`config.mk`:
```
export PLATFORM = sky130hd
export DESIGN_NAME = trig_capture
export DESIGN_NICKNAME = d
export VERILOG_FILES = /design/src/rtl/trig_capture_pkg.sv /design/src/rtl/trig_sync.sv /design/src/rtl/trig_event_det.sv /design/src/rtl/trig_fifo.sv /design/src/rtl/trig_capture.sv
export SDC_FILE = /design/constraint.sdc
export NUM_CORES = 1
export LEC_CHECK = 0
export BUFFER_PORTS_ARGS = -buffer_cell sky130_fd_sc_hd__buf_2
export CAP_MARGIN = 10
export CORE_ASPECT_RATIO = 0.75
export CORE_MARGIN = 4
export CORE_UTILIZATION = 35
export CTS_BUF_LIST = sky130_fd_sc_hd__clkbuf_4 sky130_fd_sc_hd__clkbuf_8
export DETAILED_ROUTE_END_ITERATION = 12
export GPL_TIMING_DRIVEN = 0
export SLEW_MARGIN = 10
export SYNTH_ARGS = -nofsm -noshare
export SYNTH_HDL_FRONTEND = slang
export SYNTH_SLANG_ARGS = --single-unit
export TNS_END_PERCENT = 10
```
`constraint.sdc`:
```
create_clock -name clk_i -period 2.7 [get_ports clk_i]
set_clock_uncertainty 0.1 [all_clocks]
set_input_delay 0.54 -clock clk_i [delete_from_list [all_inputs] [get_ports clk_i]]
set_output_delay 0.54 -clock clk_i [all_outputs]
set_load 0.02 [all_outputs]
```
`src/rtl/trig_capture_pkg.sv`:
```
package trig_capture_pkg;
  localparam int unsigned NUM_TRIG = 2;
  localparam int unsigned WORD_W   = 8;
  localparam int unsigned PEND_LSB = 1;
  localparam int unsigned LVL_LSB  = 5;

  function automatic logic [WORD_W-1:0] pack_word(input logic [NUM_TRIG-1:0] lvl,
                                                  input logic [NUM_TRIG-1:0] pend);
    logic [WORD_W-1:0] w;
    w = '0;
    w[PEND_LSB +: NUM_TRIG] = pend;
    w[LVL_LSB  +: NUM_TRIG] = lvl;
    return w;
  endfunction
endpackage

```
`src/rtl/trig_sync.sv`:
```
module trig_sync #(
  parameter int unsigned W      = 2,
  parameter int unsigned STAGES = 2
) (
  input  logic         clk_i,
  input  logic         rst_ni,
  input  logic [W-1:0] d_i,
  output logic [W-1:0] q_o
);
  logic [W-1:0] stg_q [STAGES];

  always_ff @(posedge clk_i or negedge rst_ni) begin
    if (!rst_ni) begin
      for (int i = 0; i < STAGES; i++) stg_q[i] <= '0;
    end else begin
      stg_q[0] <= d_i;
      for (int i = 1; i < STAGES; i++) stg_q[i] <= stg_q[i-1];
    end
  end

  assign q_o = stg_q[STAGES-1];
endmodule

```
`src/rtl/trig_event_det.sv`:
```
module trig_event_det #(
  parameter int unsigned W = 2
) (
  input  logic         clk_i,
  input  logic         rst_ni,
  input  logic [W-1:0] lvl_s_i,
  input  logic [W-1:0] clr_i,
  output logic [W-1:0] lvl_o,
  output logic [W-1:0] pend_o,
  output logic [W-1:0] lvl_d_o,
  output logic [W-1:0] pend_d_o,
  output logic         event_o
);
  logic [W-1:0] lvl_q, pend_q, chg;

  assign chg      = lvl_s_i ^ lvl_q;
  assign pend_d_o = (pend_q & ~clr_i) | chg;  // set wins over clear
  assign lvl_d_o  = lvl_s_i;
  assign event_o  = |chg;

  always_ff @(posedge clk_i or negedge rst_ni) begin
    if (!rst_ni) begin
      lvl_q  <= '0;
      pend_q <= '0;
    end else begin
      lvl_q  <= lvl_s_i;
      pend_q <= pend_d_o;
    end
  end

  assign lvl_o  = lvl_q;
  assign pend_o = pend_q;
endmodule

```
`src/rtl/trig_fifo.sv`:
```
module trig_fifo #(
  parameter int unsigned DW    = 40,
  parameter int unsigned DEPTH = 4
) (
  input  logic          clk_i,
  input  logic          rst_ni,
  input  logic          push_i,
  input  logic [DW-1:0] wdata_i,
  input  logic          pop_i,
  output logic          valid_o,
  output logic [DW-1:0] rdata_o,
  output logic          drop_o
);
  localparam int unsigned PTR_W = (DEPTH > 1) ? $clog2(DEPTH) : 1;
  localparam int unsigned CNT_W = $clog2(DEPTH + 1);

  logic [DW-1:0]    mem_q [DEPTH];
  logic [PTR_W-1:0] rd_q, wr_q;
  logic [CNT_W-1:0] cnt_q;
  logic             full, do_push, do_pop;

  function automatic logic [PTR_W-1:0] nxt(input logic [PTR_W-1:0] p);
    return (p == PTR_W'(DEPTH - 1)) ? '0 : p + 1'b1;
  endfunction

  assign full    = (cnt_q == CNT_W'(DEPTH));
  assign do_push = push_i && !full;
  assign do_pop  = pop_i && (cnt_q != '0);
  assign drop_o  = push_i && full;

  always_ff @(posedge clk_i or negedge rst_ni) begin
    if (!rst_ni) begin
      rd_q  <= '0;
      wr_q  <= '0;
      cnt_q <= '0;
      for (int i = 0; i < DEPTH; i++) mem_q[i] <= '0;
    end else begin
      if (do_push) begin
        mem_q[wr_q] <= wdata_i;
        wr_q        <= nxt(wr_q);
      end
      if (do_pop) rd_q <= nxt(rd_q);
      case ({do_push, do_pop})
        2'b10:   cnt_q <= cnt_q + 1'b1;
        2'b01:   cnt_q <= cnt_q - 1'b1;
        default: cnt_q <= cnt_q;
      endcase
    end
  end

  assign valid_o = (cnt_q != '0);
  assign rdata_o = mem_q[rd_q];
endmodule

```
`src/rtl/trig_capture.sv`:
```
module trig_capture
  import trig_capture_pkg::*;
#(
  parameter int unsigned TS_W        = 32,
  parameter int unsigned FIFO_DEPTH  = 4,
  parameter int unsigned SYNC_STAGES = 2
) (
  input  logic                clk_i,
  input  logic                rst_ni,
  input  logic [NUM_TRIG-1:0] trig_i,
  input  logic [TS_W-1:0]     ts_i,
  input  logic                buf_mode_i,
  input  logic [NUM_TRIG-1:0] clr_pend_i,
  input  logic                clr_ovf_i,
  input  logic                ev_pop_i,
  output logic [WORD_W-1:0]   status_o,
  output logic                ev_valid_o,
  output logic [WORD_W-1:0]   ev_word_o,
  output logic [TS_W-1:0]     ev_ts_o,
  output logic                ovf_o
);
  localparam int unsigned ENTRY_W = WORD_W + TS_W;

  logic [NUM_TRIG-1:0] lvl_s, lvl, pend, lvl_d, pend_d;
  logic                evt, drop, ovf_q;
  logic [ENTRY_W-1:0]  head;

  trig_sync #(.W(NUM_TRIG), .STAGES(SYNC_STAGES)) i_sync (
    .clk_i (clk_i),
    .rst_ni(rst_ni),
    .d_i   (trig_i),
    .q_o   (lvl_s)
  );

  trig_event_det #(.W(NUM_TRIG)) i_det (
    .clk_i   (clk_i),
    .rst_ni  (rst_ni),
    .lvl_s_i (lvl_s),
    .clr_i   (clr_pend_i),
    .lvl_o   (lvl),
    .pend_o  (pend),
    .lvl_d_o (lvl_d),
    .pend_d_o(pend_d),
    .event_o (evt)
  );

  trig_fifo #(.DW(ENTRY_W), .DEPTH(FIFO_DEPTH)) i_fifo (
    .clk_i  (clk_i),
    .rst_ni (rst_ni),
    .push_i (evt && buf_mode_i),
    .wdata_i({pack_word(lvl_d, pend_d), ts_i}),
    .pop_i  (ev_pop_i),
    .valid_o(ev_valid_o),
    .rdata_o(head),
    .drop_o (drop)
  );

  always_ff @(posedge clk_i or negedge rst_ni) begin
    if (!rst_ni) ovf_q <= 1'b0;
    else         ovf_q <= (ovf_q && !clr_ovf_i) || drop;
  end

  assign status_o  = pack_word(lvl, pend);
  assign ev_word_o = head[ENTRY_W-1 -: WORD_W];
  assign ev_ts_o   = head[TS_W-1:0];
  assign ovf_o     = ovf_q;
endmodule

```
==> results of run 1 <==
## critical path, stage by stage, from the launching register on
cell	delay (ps)
dfrtp_1	430
buf_12	190
buf_8	180
mux4_2	550
buf_2	180
## power breakdown
part           leakage (nW)  total [W]  internal [W]  switching (W)
registers              1.90    0.00415       0.00357       0.000587
logic                  1.51    0.00490       0.00259        0.00231
clock network         0.204    0.00196       0.00104       0.000916
## path summary, 6_finish.rpt
| check | end | slack, ps | depth (start not counted) |
|---|---|---|---|
| max | ev_ts_o[4] | 80 | 4 |
| min | i_sync.stg_q[2] | 80 | 1 |
| max reg2reg | i_fifo.cnt_q[2] | 260 | 8 |
| min reg2reg | i_sync.q_o[1] | 260 | 0 |
| max in group asynchronous | i_fifo.mem_q[28] | 1140 | 3 |
| min in group asynchronous | i_fifo.mem_q[125] | 540 | 2 |
## registers in the layout, indices dropped and copies added (netlist names), 2 cells and up
register / cells
i_sync.stg_q: 2
i_fifo.wr_q: 2
i_fifo.rd_q: 2
i_det.lvl_o: 2
i_fifo.cnt_q: 3
i_det.pend_o: 2
i_fifo.mem_q: 144
i_sync.q_o: 2
## cells in the final DEF (no fill, tap or decap), drive strengths merged, types with 3 or more instances in the layout
master    count
a211oi        4
mux4         36
inv          12
bufinv        4
clkinvlp      5
clkbuf       19
buf         111
ha            6
mux2        148
conb          8
xnor2         3
nor2          3
nand2         5
dfrtp       160
## cell families (layout without fill, tap and decap cells)
family	after synthesis	after routing	synth area share, %
and+or+nand+nor	10	10	0.690
AOI/OAI and AO/OA	9	9	1.59
buffers and inverters	38	153	3.77
DFF	160	160	56.6
muxes	185	185	35.1
xor gates and xnor gates	5	5	0.831
other	1	8	0.0530
adders and majority gates	7	7	1.34
## metal layers
| layer | routed length [µm] | part of all wire (%) | GRT usage, % | up-vias |
|---|---|---|---|---|
| met2 | 7070 | 47 | 21.7 | 77 |
| met3 | 777 | 5.2 | 3.96 | 23 |
| met4 | 248 | 1.7 | 4.98 | 2 |
| met5 | 7 | 0.047 | 0 | - |
| li1 | - | - | - | 1721 |
| met1 | 6860 | 46 | 18.7 | 2037 |
## metrics by stage
stage / power (W) / util (%) / hold WS (ps)
global placement: 0.00885 / 40.0 / 234
detailed placement: 0.00909 / 40.1 / 243
floorplan: 0.00764 / - / 144
CTS: 0.0112 / 42.6 / 45.8
finish: 0.0110 / 42.9 / 82.4
global route: 0.0117 / 42.9 / 50.4
## final cells by class
class | instances | area (µm²) | area share [%]
inverters | 10 | 37.5 | 0.447
flip-flops and latches | 160 | 4000 | 47.7
plain buffers | 28 | 285 | 3.40
multi-input cells | 224 | 2860 | 34.1
clock buffers | 19 | 255 | 3.04
repair buffers | 84 | 458 | 5.45
clock inverters | 12 | 184 | 2.19
well taps | 253 | 317 | 3.77
## timing repair
item	in CTS	in global routing
gates resized for setup	16	9
gates cloned	0	0
endpoints found under the hold margin	78	0
hold buffers	1	0
setup buffers	0	0
pin swaps	0	0
endpoints found under the setup margin	30	20
==> flow_summary.yaml, run 1 <==
placement:
  port_buffers: 82
  dp_slack_ps: -126
  hpwl_um: 10200
  gp_congestion: 0.722
  place_area_um2: 7870
  dp_cells: 758
floorplanning:
  die_y_um: 131
  dieArea_um2: 22600
  initial_core_util_pct: 36.1
  ios: 91
  die_x_um: 172
  rows: 44
  placeableCoreArea_um2: 19600
grt:
  grt_antenna_before_repair: 1
  grt_pass1_wl_um: 24100
  grt_pass1_vias: 4439
  grt_max_degree: 83
  overflow: 0
  grt_usage_pct: 13.9
routing:
  wl_um: 15000
  wl_per_cell_um: 18.9
  via_count: 3860
  final_antenna_net_count: 0
  first_pass_iters: 4
  drc: 0
  drt-initial-drc-count: 165
  viasPerCell: 4.89
sta:
  finalCriticalPeriod_ps: 2620
  tns_ps: 0
  fin_crit_sh_pct: 96.9
  setup_ws_ps: 82.8
  finalSetupViolations: 0
  slew_viol_final: 0
  worstMarginPinSlew_ps: 748
  max_freq_ghz: 0.382
  rsz0062_at_grt: "yes"
  final_hold_viol_count: 0
  max-slew-margin-rel_pct: 50.0
logic_synthesis:
  syn_inst: 415
  ys_async_sr_fraction_pct: 100
  ys.flop_type: "dfrtp_1"
  synthDistinctLibCells: 26
  syn_area_um2: 7080
  synth.most_common_cell: "dfrtp_1"
  synth_warnings: 0
  syn-mean-instance-area_um2: 17.1
  synth_edf_count: 0
  ys_seq_elements: 160
  yosysTopAreaCell: "dfrtp_1"
  ys_seq_area_share_pct: 56.6
  synth_commonest_cells: "160 x dfrtp_1, 139 x mux2_2, 36 x mux4_2, 12 x buf_6, 10 x inv_1"
  synth_top_area_share_pct: 56.6
  synth_area_leaders: "dfrtp_1 57%, mux2_2 22%, mux4_2 11%"
clock_tree:
  h-tree-depth: 4
  tritoncts: "built"
  insertion_delay_ps: 460
  cts_buffers: 17
  path_clk_slew_ps: 90
  cts.sinks: 160
  cts_root_buf: "clkbuf_8"
  cts_buffer_depth: 2
setup_path:
  crit_path_start: "i_fifo.rd_q[0]"
  end_kind: "primary output"
  crit_required_ps: 2060
  start_kind: "flop"
  crit_fanout: 10
  crit_type: "reg2out"
  crit_arrival_ps: 1980
  r2r-start: "i_fifo.cnt_q[0]"
final_layout:
  area_growth_pct: 18.7
  insertedDiodeCount: 0
  layout.nets: 573
  drive_above_1_share_pct: 60.3
  fill_cells: 1805
  fin_area_um2: 8400
  stdcell_count: 790
power_and_ir_drop:
  p_per_area_nw_per_um2: 1310
  leakage_nw: 3.62
  irDropWorstVdd_mv: 0.574
min_path:
  hold_class: "in2reg"
  min_from: "trig_i[0]"
status:
  status: "completed"
run:
  max_cap_violations: 0
Power figures use the tool's default switching activity.
==> run 2: changes to the inputs <==
--- a/config.mk
+++ b/config.mk
@@ -5,14 +5,19 @@
 export SDC_FILE = /design/constraint.sdc
 export NUM_CORES = 1
 export LEC_CHECK = 0
+export ABC_CLOCK_PERIOD_IN_PS = 2700
 export BUFFER_PORTS_ARGS = -buffer_cell sky130_fd_sc_hd__buf_2
 export CAP_MARGIN = 10
+export CELL_PAD_IN_SITES_DETAIL_PLACEMENT = 1
+export CELL_PAD_IN_SITES_GLOBAL_PLACEMENT = 1
 export CORE_ASPECT_RATIO = 0.75
 export CORE_MARGIN = 4
 export CORE_UTILIZATION = 35
 export CTS_BUF_LIST = sky130_fd_sc_hd__clkbuf_4 sky130_fd_sc_hd__clkbuf_8
 export DETAILED_ROUTE_END_ITERATION = 12
 export GPL_TIMING_DRIVEN = 0
+export MAX_ROUTING_LAYER = met4
+export PLACE_DENSITY_LB_ADDON = 0.1
 export SLEW_MARGIN = 10
 export SYNTH_ARGS = -nofsm -noshare
 export SYNTH_HDL_FRONTEND = slang
==> flow_summary.yaml, run 2 (synthesis gave the netlist of run 1 again) <==
final_layout:
  reg.largest.list: "i_fifo.mem_q (144), i_fifo.cnt_q (3)"
  drive_above_1_share_pct: 60.5
  final_common_cell: "dfrtp_1"
  largest_reg_flops: 144
  layout.nets: 574
  multi_input_area_um2: 2860
  fill_cells: 1969
  final_cell_mix: "160 x dfrtp_1, 139 x mux2_2, 82 x buf_2, 36 x mux4_2, 17 x clkbuf_8"
  regArea_um2: 4000
  area_growth_pct: 17.5
  stdcell_count: 793
  top_register: "i_fifo.mem_q"
floorplanning:
  initial_core_util_pct: 36.1
  placeableCoreArea_um2: 19600
  dieArea_um2: 22600
  die_x_um: 172
  die_y_um: 131
  rows: 44
  ios: 91
setup_path:
  critical_path_depth: 4
  critPathCapture: "ev_ts_o[3]"
  reg2reg_slack_ps: 230
  cp_cell_sequence: "buf_12 -> buf_8 -> mux4_2 -> buf_2"
  crit_buf_inv: 3
  slowest_stage: "mux4_2"
  end_kind: "primary output"
  reg2reg_depth: 8
  crit_path_start: "i_fifo.rd_q[0]"
  cp_top_family: "buffers and inverters"
  critPathMaxStageDelay_ps: 550
  crit_required_ps: 2060
  crit_arrival_ps: 1960
  crit_fanout: 10
  start_kind: "flop"
  crit_type: "reg2out"
  r2r-start: "i_fifo.cnt_q[0]"
  worstReg2RegEnd: "i_fifo.cnt_q[2]"
routing:
  drt-initial-drc-count: 119
  viasPerCell: 4.88
  wl_per_cell_um: 19.3
  drc: 0
  first_pass_iters: 4
  wl_um: 15300
  final_antenna_net_count: 0
  via_count: 3872
min_path:
  hold_class: "in2reg"
power_and_ir_drop:
  p_comb_share_pct: 46.1
  p_per_area_nw_per_um2: 1280
  irDropWorstVdd_mv: 0.417
  power_switching_w: 0.00385
  total_power_w: 0.0107
  intPower_w: 0.00681
  power_frac_seq_pct: 39.0
  leakage_nw: 3.59
  clock_power_share_pct: 14.9
  switching_share_pct: 36.1
clock_tree:
  tritoncts: "built"
  path_clk_slew_ps: 90
  cts_buffers: 17
  cts_buffer_depth: 2
  cts_root_buf: "clkbuf_8"
  h-tree-depth: 4
  insertion_delay_ps: 440
  cts.sinks: 160
grt:
  grt_pass1_wl_um: 24900
  grt_antenna_before_repair: 1
  grt_max_degree: 95
  overflow: 0
  grt_pass1_vias: 4393
  grt_usage_pct: 14.7
sta:
  worstMarginPinSlew_ps: 730
  final_hold_viol_count: 0
  max_freq_ghz: 0.385
  slew_viol_final: 0
  finalCriticalPeriod_ps: 2600
  finalSetupViolations: 0
  rsz0062_at_grt: "yes"
  fin_crit_sh_pct: 96.2
  max-slew-margin-rel_pct: 51.2
placement:
  dp_cells: 758
  hpwl_um: 10200
  gp_congestion: 0.702
  port_buffers: 82
run:
  max_cap_violations: 0
status:
  status: "completed"
==> run 2: changes by cell type in the layout (fill, tap and decap cells not counted) <==
| cell | delta |
|---|---|
| bufinv_16 | -4 |
| clkbuf_8 | -1 |
| clkinv_2 | +4 |
| clkinv_4 | +1 |
| clkinvlp_4 | -1 |
| diode_2 | +1 |
| inv_6 | +3 |
==> run 2: area by class of cell <==
cell class / instances / share of cell area (%)
sequential: 160 / 48.1
multi-input combinational: 224 / 34.4
timing repair buffer: 85 / 5.60
antenna: 1 / 0.0301
inverter: 10 / 0.451
buffer: 28 / 3.43
tap: 253 / 3.81
clock inverter: 15 / 1.34
clock buffer: 17 / 2.81
==> run 2: routing by layer <==
layer | track usage [%] | share of wire, % | vias up
li1 | - | - | 1742
met1 | 20.4 | 50 | 2055
met2 | 21.1 | 44 | 66
met3 | 4.56 | 4.8 | 9
met4 | 3.93 | 1.1 | 0
met5 | - | 0 | -
==> run 2: metrics by stage <==
stage | worst slack (ps) | TNS [ps] | utilization [%] | hold WS, ps | area (µm²)
after floorplan | 315 | 0 | - | 144 | 7100
after global placement | -1460 | -232530 | 40.0 | 236 | 7830
after detailed placement | -173 | -2860 | 40.1 | 237 | 7870
after CTS | 5.07 | 0 | 42.2 | 55.3 | 8260
after global routing | -5.14 | -11.0 | 42.4 | 41.2 | 8320
final | 104 | 0 | 42.4 | 94.6 | 8320
==> run 2: how the worst min path moves through the flow <==
| stage | cells after the start | endpoint | from | slack, ps |
|---|---|---|---|---|
| floorplan | 0 | i_det.lvl_o[0] | rst_ni | 140 |
| global placement | 0 | i_sync.q_o[0] | i_sync.stg_q[2] | 240 |
| detailed placement | 0 | i_sync.q_o[0] | i_sync.stg_q[2] | 240 |
| CTS | 1 | i_sync.stg_q[2] | trig_i[0] | 60 |
| global route | 1 | i_sync.stg_q[2] | trig_i[0] | 40 |
| finish | 1 | i_sync.stg_q[2] | trig_i[0] | 90 |
==> run 2: power by group through the flow <==
stage / clock [W] / sequential [W] / combinational (W)
floorplan: 0 / 0.00400 / 0.00364
global placement: 0 / 0.00412 / 0.00478
detailed placement: 0 / 0.00419 / 0.00490
CTS: 0.00167 / 0.00415 / 0.00497
global route: 0.00178 / 0.00431 / 0.00533
finish: 0.00159 / 0.00415 / 0.00491
==> run 2: timing repair <==
action | CTS | global route
setup endpoints to repair | 29 | 25
hold buffers | 1 | 0
buffers inserted | 0 | 1
resized for setup | 16 | 8
cloned | 0 | 0
endpoints found under the hold margin | 66 | 0
==> run 3: changes to the inputs <==
--- a/config.mk
+++ b/config.mk
@@ -5,7 +5,7 @@
 export SDC_FILE = /design/constraint.sdc
 export NUM_CORES = 1
 export LEC_CHECK = 0
-export ABC_CLOCK_PERIOD_IN_PS = 2700
+export ABC_CLOCK_PERIOD_IN_PS = 3360
 export BUFFER_PORTS_ARGS = -buffer_cell sky130_fd_sc_hd__buf_2
 export CAP_MARGIN = 10
 export CELL_PAD_IN_SITES_DETAIL_PLACEMENT = 1
==> constraint.sdc (replaced) <==
create_clock -name clk_i -period 3.36 [get_ports clk_i]
set_clock_uncertainty 0.1 [all_clocks]
set_input_delay 0.672 -clock clk_i [delete_from_list [all_inputs] [get_ports clk_i]]
set_output_delay 0.672 -clock clk_i [all_outputs]
set_load 0.02 [all_outputs]
==> flow_summary.yaml, run 3 (synthesis gave the netlist of run 1 again) <==
setup_path:
  crit_required_ps: 2590
  slowest_stage: "mux4_2"
  r2r-start: "i_fifo.cnt_q[0]"
  reg2reg_slack_ps: 720
  crit_arrival_ps: 2340
  start_kind: "flop"
  critical_path_depth: 4
  worstReg2RegEnd: "i_fifo.cnt_q[2]"
  cp_cell_sequence: "buf_2 -> buf_2 -> mux4_2 -> buf_2"
  crit_type: "reg2out"
  reg2reg_depth: 8
  crit_fanout: 10
  cp_top_family: "buffers and inverters"
  end_kind: "primary output"
  cp_common_cell: "buf_2"
  critPathMaxStageDelay_ps: 590
  crit_buf_inv: 3
grt:
  grtUsageMet2_pct: 21.0
  grt_pass1_wl_um: 24800
  busiest_layer: "met2"
  grt_max_degree: 95
  grt_usage_pct: 14.7
  grt_pass1_vias: 4381
  met3_usage_pct: 4.56
  overflow: 0
  grt.met1_usage_pct: 20.4
  grt_antenna_before_repair: 1
final_layout:
  final_common_cell: "dfrtp_1"
  layout.nets: 572
  final_cell_mix: "160 x dfrtp_1, 139 x mux2_2, 86 x buf_2, 36 x mux4_2, 17 x clkbuf_8"
  largest_reg_flops: 144
  fin_area_um2: 8220
  area_growth_pct: 16.2
  drive_above_1_share_pct: 60.3
  top_register: "i_fifo.mem_q"
  stdcell_count: 791
  reg.largest.list: "i_fifo.mem_q (144), i_fifo.cnt_q (3)"
  fill_cells: 1980
power_and_ir_drop:
  intPower_w: 0.00539
  leakage_nw: 3.55
  p_comb_share_pct: 45.6
  irDropWorstVdd_mv: 0.336
  switching_share_pct: 36.3
  clock_power_share_pct: 15.1
  power_frac_seq_pct: 39.3
  power_switching_w: 0.00307
  p_per_area_nw_per_um2: 1030
  total_power_w: 0.00846
clock_tree:
  h-tree-depth: 4
  cts.sinks: 160
  postCtsSetupRepairBufs: 0
  insertion_delay_ps: 440
  cts_root_buf: "clkbuf_8"
  cts_buffers: 17
  path_clk_slew_ps: 80
  cts_buffer_depth: 2
  tritoncts: "built"
routing:
  wl_per_cell_um: 19.3
  wl_um: 15200
  first_pass_iters: 4
  drt-initial-drc-count: 109
  viasPerCell: 4.91
  via_count: 3880
  final_antenna_net_count: 0
  drc: 0
floorplanning:
  initial_core_util_pct: 36.1
  placeableCoreArea_um2: 19600
  die_x_um: 172
  dieArea_um2: 22600
  rows: 44
  ios: 91
  die_y_um: 131
sta:
  worstMarginPinSlew_ps: 833
  max_freq_ghz: 0.321
  fin_crit_sh_pct: 92.7
  rsz0062_at_grt: "no"
  slew_viol_final: 0
  tns_ps: 0
  finalCriticalPeriod_ps: 3120
  setup_ws_ps: 244
  final_hold_viol_count: 0
  max-slew-margin-rel_pct: 44.2
  finalSetupViolations: 0
placement:
  dp_slack_ps: 355
  gp_congestion: 0.702
  hpwl_um: 10200
  place_area_um2: 7870
  port_buffers: 82
  dp_cells: 758
min_path:
  hold_class: "in2async"
status:
  status: "completed"
run:
  max_cap_violations: 0
run 3: cell types whose count changed in the layout (fill, tap and decap cells not counted), sizes merged:
cell / previous run / this run
clkbuf: 18 / 20
dlygate4sd3: 1 / 0
buf: 111 / 108
run 3: how the worst max path moves through the flow:
stage,start,end,slack [ps]
final,i_fifo.rd_q[0],ev_ts_o[3],240
after global routing,i_fifo.rd_q[0],ev_ts_o[5],40
after CTS,i_fifo.rd_q[0],ev_ts_o[23],30
after detailed placement,i_fifo.rd_q[1],ev_ts_o[17],360
after global placement,rst_ni,i_fifo.mem_q[21],-930
after floorplan,i_det.lvl_o[1],i_fifo.cnt_q[2],980
run 3: layer usage:
layer,routed length (µm),share of wire (%)
met5,0,0
met4,157,1.0
met3,742,4.9
met2,6830,45
met1,7510,49
run 3: worst reg2reg max path, cell delays in order, from the launching register on:
cell	delay (ps)
dfrtp_1	430
nor3b_2	700
a211o_1	270
ha_1	200
inv_1	60
fa_1	370
xor2_1	150
nor2_1	130
xor2_1	160
run 3: cell type report:
type                    count  area (µm²)  area share (%)
plain buffers              28         236            2.88
clock buffers              17         234            2.85
inverters                  10        37.5           0.456
multi-input cells         224        2830            34.4
clock inverters            15         111            1.35
flip-flops and latches    160        4000            48.7
repair buffers             83         448            5.45
diodes                      1        2.50          0.0304
well taps                 253         317            3.85
run 3: what timing repair did:
item / CTS / global route
endpoints found under the setup margin: 29 / 14
gates resized for setup: 3 / 4
hold buffers: 0 / 0
run 3: per-stage QoR:
stage / hold WS [ps] / util, %
2_1_floorplan: 231 / -
3_3_place_gp: 236 / 40.0
3_5_place_dp: 237 / 40.1
4_1_cts: 62.3 / 41.9
5_1_grt: 63.0 / 42.0
6_report: 62.6 / 42.0
run 3: power by group through the flow:
stage	clock, W	combinational (W)	sequential [W]
global route	0.00143	0.00419	0.00345
global placement	0	0.00384	0.00331
floorplan	0	0.00292	0.00321
finish	0.00128	0.00385	0.00333
CTS	0.00134	0.00395	0.00334
detailed placement	0	0.00394	0.00337
